<file path="config.mk">
export PLATFORM = sky130hd
export DESIGN_NAME = ext_bus_strobe
export DESIGN_NICKNAME = d
export VERILOG_FILES = /design/src/rtl/esg_pkg.sv /design/src/rtl/esg_phase.sv /design/src/rtl/esg_source.sv /design/src/rtl/esg_strobe.sv /design/src/rtl/ext_bus_strobe.sv
export SDC_FILE = /design/constraint.sdc
export NUM_CORES = 1
export LEC_CHECK = 0
export ABC_AREA = 1
export CAP_MARGIN = 20
export CORE_ASPECT_RATIO = 1.1
export CORE_UTILIZATION = 33
export DETAILED_ROUTE_END_ITERATION = 7
export GPL_TIMING_DRIVEN = 0
export PLACE_DENSITY = 0.78
export SETUP_SLACK_MARGIN = 0.2
export SYNTH_ARGS = -nofsm -noshare
export SYNTH_HDL_FRONTEND = slang
export SYNTH_HIERARCHICAL = 1
export SYNTH_SLANG_ARGS = --single-unit
</file>
<file path="constraint.sdc">
create_clock -name clk -period 1.5 [get_ports clk]
set_clock_uncertainty 0.05 [all_clocks]
set_input_delay 0.15 -clock clk [delete_from_list [all_inputs] [get_ports clk]]
set_output_delay 0.15 -clock clk [all_outputs]
set_load 0.01 [all_outputs]
</file>
<file path="src/rtl/esg_pkg.sv">
package esg_pkg;

    typedef struct packed {
        logic data_cyc;
        logic ext_fetch;
    } cyc_attr_t;

endpackage

</file>
<file path="src/rtl/esg_phase.sv">
module esg_phase #(
    parameter int CYCLE_LEN = 12,
    localparam int PH_W = $clog2(CYCLE_LEN + 1)
) (
    input  logic            clk,
    input  logic            rst,
    input  logic            hold,
    output logic [PH_W-1:0] phase_d,
    output logic            load
);

    typedef struct packed {
        logic [PH_W-1:0] phase;
    } ph_state_t;

    ph_state_t st_d, st_q;

    always_comb begin
        st_d = st_q;
        if (!hold) begin
            if (st_q.phase == PH_W'(CYCLE_LEN))
                st_d.phase = PH_W'(1);
            else
                st_d.phase = st_q.phase + PH_W'(1);
        end
    end

    always_ff @(posedge clk) begin
        if (rst) st_q.phase <= PH_W'(1);
        else     st_q <= st_d;
    end

    assign phase_d = st_d.phase;
    assign load    = !rst && !hold && (st_q.phase == PH_W'(CYCLE_LEN));

endmodule

</file>
<file path="src/rtl/esg_source.sv">
module esg_source
    import esg_pkg::*;
#(
    parameter int PC_W      = 16,
    parameter int INT_LIMIT = 32768
) (
    input  logic            clk,
    input  logic            rst,
    input  logic            ea_pin,
    input  logic [PC_W-1:0] pc,
    input  logic            data_req,
    input  logic            load,
    output cyc_attr_t       attr_d,
    output cyc_attr_t       attr_q,
    output logic            ea_lat
);

    localparam logic [PC_W:0] LIMIT = (PC_W+1)'(INT_LIMIT);

    typedef struct packed {
        logic      ea;
        cyc_attr_t attr;
    } src_state_t;

    src_state_t st_d, st_q;
    logic above_limit;

    always_comb begin
        above_limit = {1'b0, pc} >= LIMIT;
        st_d = st_q;
        if (rst) begin
            st_d.ea   = ea_pin;
            st_d.attr = '0;
        end else if (load) begin
            st_d.attr.data_cyc  = data_req;
            st_d.attr.ext_fetch = !st_q.ea || above_limit;
        end
    end

    always_ff @(posedge clk) begin
        st_q <= st_d;
    end

    assign attr_d = st_d.attr;
    assign attr_q = st_q.attr;
    assign ea_lat = st_q.ea;

endmodule

</file>
<file path="src/rtl/esg_strobe.sv">
module esg_strobe
    import esg_pkg::*;
#(
    parameter int CYCLE_LEN = 12,
    localparam int PH_W = $clog2(CYCLE_LEN + 1),
    localparam int HALF = CYCLE_LEN / 2
) (
    input  logic            clk,
    input  logic            rst,
    input  logic [PH_W-1:0] phase_d,
    input  cyc_attr_t       attr_d,
    input  logic            hold,
    input  logic            pdown,
    input  logic            quiet,
    output logic            ale,
    output logic            psen_n
);

    typedef struct packed {
        logic ale;
        logic psen_n;
    } strobe_t;

    strobe_t st_d, st_q;
    logic slot_a, slot_b, in_win, ale_allowed;

    always_comb begin
        slot_a      = phase_d == PH_W'(1);
        slot_b      = (phase_d == PH_W'(HALF + 1)) && !attr_d.data_cyc;
        in_win      = (phase_d >= PH_W'(3) && phase_d <= PH_W'(HALF - 1)) ||
                      (phase_d >= PH_W'(HALF + 3) && phase_d <= PH_W'(CYCLE_LEN - 1));
        ale_allowed = !quiet || attr_d.data_cyc || attr_d.ext_fetch;
        if (hold) begin
            st_d.ale    = quiet ? !pdown : 1'b1;
            st_d.psen_n = 1'b1;
        end else begin
            st_d.ale    = (slot_a || slot_b) && ale_allowed;
            st_d.psen_n = !(in_win && attr_d.ext_fetch && !attr_d.data_cyc);
        end
    end

    always_ff @(posedge clk) begin
        if (rst) begin
            st_q.ale    <= 1'b1;
            st_q.psen_n <= 1'b1;
        end else begin
            st_q <= st_d;
        end
    end

    assign ale    = st_q.ale;
    assign psen_n = st_q.psen_n;

endmodule

</file>
<file path="src/rtl/ext_bus_strobe.sv">
module ext_bus_strobe
    import esg_pkg::*;
#(
    parameter int CYCLE_LEN = 12,
    parameter int PC_W      = 16,
    parameter int INT_LIMIT = 32768,
    localparam int PH_W = $clog2(CYCLE_LEN + 1)
) (
    input  logic            clk,
    input  logic            rst,
    input  logic            ext_access_pin,
    input  logic [PC_W-1:0] pc,
    input  logic            data_req,
    input  logic            idle_mode,
    input  logic            pdown_mode,
    input  logic            ale_quiet,
    output logic            ale,
    output logic            psen_n,
    output logic            fetch_ext
);

    logic            hold;
    logic            load;
    logic [PH_W-1:0] phase_d;
    cyc_attr_t       attr_d, attr_q;
    logic            ea_lat;

    assign hold = idle_mode || pdown_mode;

    esg_phase #(.CYCLE_LEN(CYCLE_LEN)) u_phase (
        .clk     (clk),
        .rst     (rst),
        .hold    (hold),
        .phase_d (phase_d),
        .load    (load)
    );

    esg_source #(.PC_W(PC_W), .INT_LIMIT(INT_LIMIT)) u_src (
        .clk      (clk),
        .rst      (rst),
        .ea_pin   (ext_access_pin),
        .pc       (pc),
        .data_req (data_req),
        .load     (load),
        .attr_d   (attr_d),
        .attr_q   (attr_q),
        .ea_lat   (ea_lat)
    );

    esg_strobe #(.CYCLE_LEN(CYCLE_LEN)) u_strobe (
        .clk     (clk),
        .rst     (rst),
        .phase_d (phase_d),
        .attr_d  (attr_d),
        .hold    (hold),
        .pdown   (pdown_mode),
        .quiet   (ale_quiet),
        .ale     (ale),
        .psen_n  (psen_n)
    );

    assign fetch_ext = attr_q.ext_fetch;

endmodule

</file>
==> impl_metrics.toml <==
[clock_tree]
cts_hold_buffers = 0
cts.sinks = 9
clock-root-buffer = "clkbuf_4"
h-tree-depth = 1
cts_buffers = 3
cts_buffer_depth = 2
cts_tree = "yes"
path_clk_slew_ns = 0.07
clock_latency_ns = 0.26

[setup_path]
crit_arrival_ns = 1.64
worstSetupPathType = "in -> reg"
ff2ff_setup_slack_ns = -0.03
endpoint_kind = "flip-flop"
required_ns = 1.60
crit_chain = "clkdlybuf4s50_1 -> inv_2 -> nand2_4 -> inv_4 -> nand4_4 -> nor2_4 -> inv_2 -> nor2_4 -> nor2_4 -> inv_1 -> nand2_1 -> nor3_2 -> nand2_1"
crit_fanout = 4
startpoint_type = "input pin"
max_stage_delay_ns = 0.41
cpMaxStageDelayCell = "clkdlybuf4s50_1"
crit_top_cell = "nor2_4"
ff2ff_path_depth = 11

[synth]
netlist-cell-type-count = 17
synth-seq-cells = 9
synth_seq_area_share = 0.378
synthAdderAreaFrac = 0.0498
synth_nets = 100
yosysWarnings = 6
syn-cell-area_um2 = 503
synth_xor_area_frac = 0.0174
syn_avg_cell_area_um2 = 6.71
synth_top_family_by_area = "simple AND/OR/NAND/NOR gates"
muxShareOfSynthArea = 0
synth_compound_area_frac = 0.0871
syn_inst = 75
synthSimpleGateAreaFrac = 0.363

[pwr]
p_per_area_nw_per_um2 = 746
vdd_drop_max_uv = 423
leakage_nw = 0.370

[placement]
dp_slack_ns = -0.565
io_buffers = 10
gp_congestion = 0.791
hpwl_um = 808
post-place-cells = 101

[timing]
min_period_over_period = 1.02
tightest_slew_ns = 0.409
setup_violations = 1
setup_slack_ns = -0.0333
slew_viol_final = 0
relSlewSlack = 0.726
rsz0062_at_grt = "true"
max_freq_mhz = 652
final_hold_viol_count = 0
layout_min_cycle_time_ns = 1.53

[grt]
first_global_vias = 474
overflow = 0
grt_usage = 0.169
grt_pass1_wl_um = 1930
grt_max_degree = 10
antenna_found_initial = 0

[detailed_routing]
drc = 0
wl_per_cell_um = 10.6
drtIter0Drc = 10
wirelength_um = 1200
first_pass_iters = 4
viasPerCell = 4.70
ant_nets = 0
vias = 531

[layout]
areaGrowthSynthToFinish_pct = 56.0
seqCellArea_um2 = 193
nFillCells = 128
final_nets = 123
multi_input_area_um2 = 332
diodes = 0
layout.cells.non_filler = 113
final_util = 0.560
drive_gt1_frac = 0.381

[worst_hold_path]
worstHoldPathType = "in -> reg"
min_path_cells = 4

[die]
die_h_um = 42.9
die_area_um2 = 1680
rows = 14
die_x_um = 39.2
core_um2 = 1400
start_util = 0.359
ioPinCount = 26

[run]
max_cap_viol_count = 0

[run_status]
violations = "negative setup slack"
status = "finished with violations"
area by class of cell:
class,count,share of cell area
tap,16,0.0255
inverter,14,0.0702
sequential,9,0.246
multi-input combinational,52,0.423
clock buffer,4,0.0335
timing repair buffer,18,0.203
metrics by stage:
| step | cell area (µm²) | TNS (ns) | hold slack, ns | total power, mW |
|---|---|---|---|---|
| 2_1_floorplan | 537 | 0 | 0.162 | 0.326 |
| 3_3_place_gp | 657 | -1.36 | 0.447 | 0.361 |
| 3_5_place_dp | 657 | -1.50 | 0.451 | 0.364 |
| 4_1_cts | 749 | -0.0202 | 0.395 | 0.577 |
| 5_1_grt | 785 | -0.187 | 0.244 | 0.611 |
| 6_report | 785 | -0.0333 | 0.207 | 0.585 |
power by group:
part           internal [mW]  total (mW)  leakage [nW]  switching, mW
Sequential             0.254       0.259        0.0750        0.00544
Combinational         0.0621       0.129         0.280         0.0664
Clock                  0.103       0.198        0.0150         0.0948
Total                  0.418       0.585         0.370          0.167
layer usage:
metal | GRT usage | share of wire | vias up
met5 | 0 | 0 | -
met4 | 0.110 | 0.0050 | 0
met3 | 0.0314 | 0.023 | 2
met2 | 0.273 | 0.52 | 13
met1 | 0.192 | 0.46 | 242
li1 | - | - | 274
final timing paths:
| path | startpoint | endpoint |
|---|---|---|
| setup / recovery | idle_mode | u_strobe/psen_n |
| hold / removal | pdown_mode | u_strobe/ale |
| setup reg to reg | u_phase/st_q[0] | u_strobe/psen_n |
| hold reg to reg | u_src/attr_q[0] | u_src/attr_q[0] |
worst max-delay path: cells and delay by family:
kind / cells / cell delay (ns)
and+or+nand+nor: 8 / 0.80
buffers and inverters: 5 / 0.67
cells by family (layout without fill, tap and decap cells):
kind of cell / after synthesis / in the layout
adders and majority gates: 2 / 2
xor gates and xnor gates: 1 / 1
DFF: 9 / 9
AOI/OAI and AO/OA: 8 / 8
buffers and inverters: 14 / 36
and+or+nand+nor: 41 / 41
cell usage in the layout, fill, tap and decap left out:
master / n
nand2_1: 18
inv_2: 8
buf_4: 8
clkdlybuf4s50_1: 6
nor2_1: 6
dfxtp_1: 6
inv_1: 5
nand3_1: 4
a21oi_1: 4
nor2_2: 4
clkbuf_4: 3
dlygate4sd2_1: 3
nor2_4: 3
dfxtp_2: 2
o21ai_1: 2
nand2_4: 1
clkbuf_1: 1
dlymetal6s2s_1: 1
inv_4: 1
a21o_2: 1
nand4_4: 1
nand3_2: 1
xor2_2: 1
or2_1: 1
ha_4: 1
ha_1: 1
o21ai_0: 1
edfxtp_1: 1
nand2_2: 1
nor3_2: 1
cells in the mapped netlist, drive strengths merged:
library cell	number	share of area
nand3	5	0.050
ha	2	0.050
nor2	13	0.11
nand2	20	0.15
edfxtp	1	0.060
dfxtp	8	0.32
a21o	1	0.017
or2	1	0.012
a21oi	4	0.040
xor2	1	0.017
nor3	1	0.0099
nand4	1	0.025
o21ai	3	0.030
inv	14	0.10
state kept, by name, indices dropped and copies added, names as in the netlist:
name / flops
u_src/ea_lat: 1
u_strobe/psen_n: 1
u_phase/st_q: 4
u_strobe/ale: 1
u_src/attr_q: 2
what timing repair did:
action                     CTS  global route
resized for setup           13             7
pin swaps                    6             8
setup endpoints to repair    8             3
buffers inserted             6             2
(Power assumes the default switching activity.)
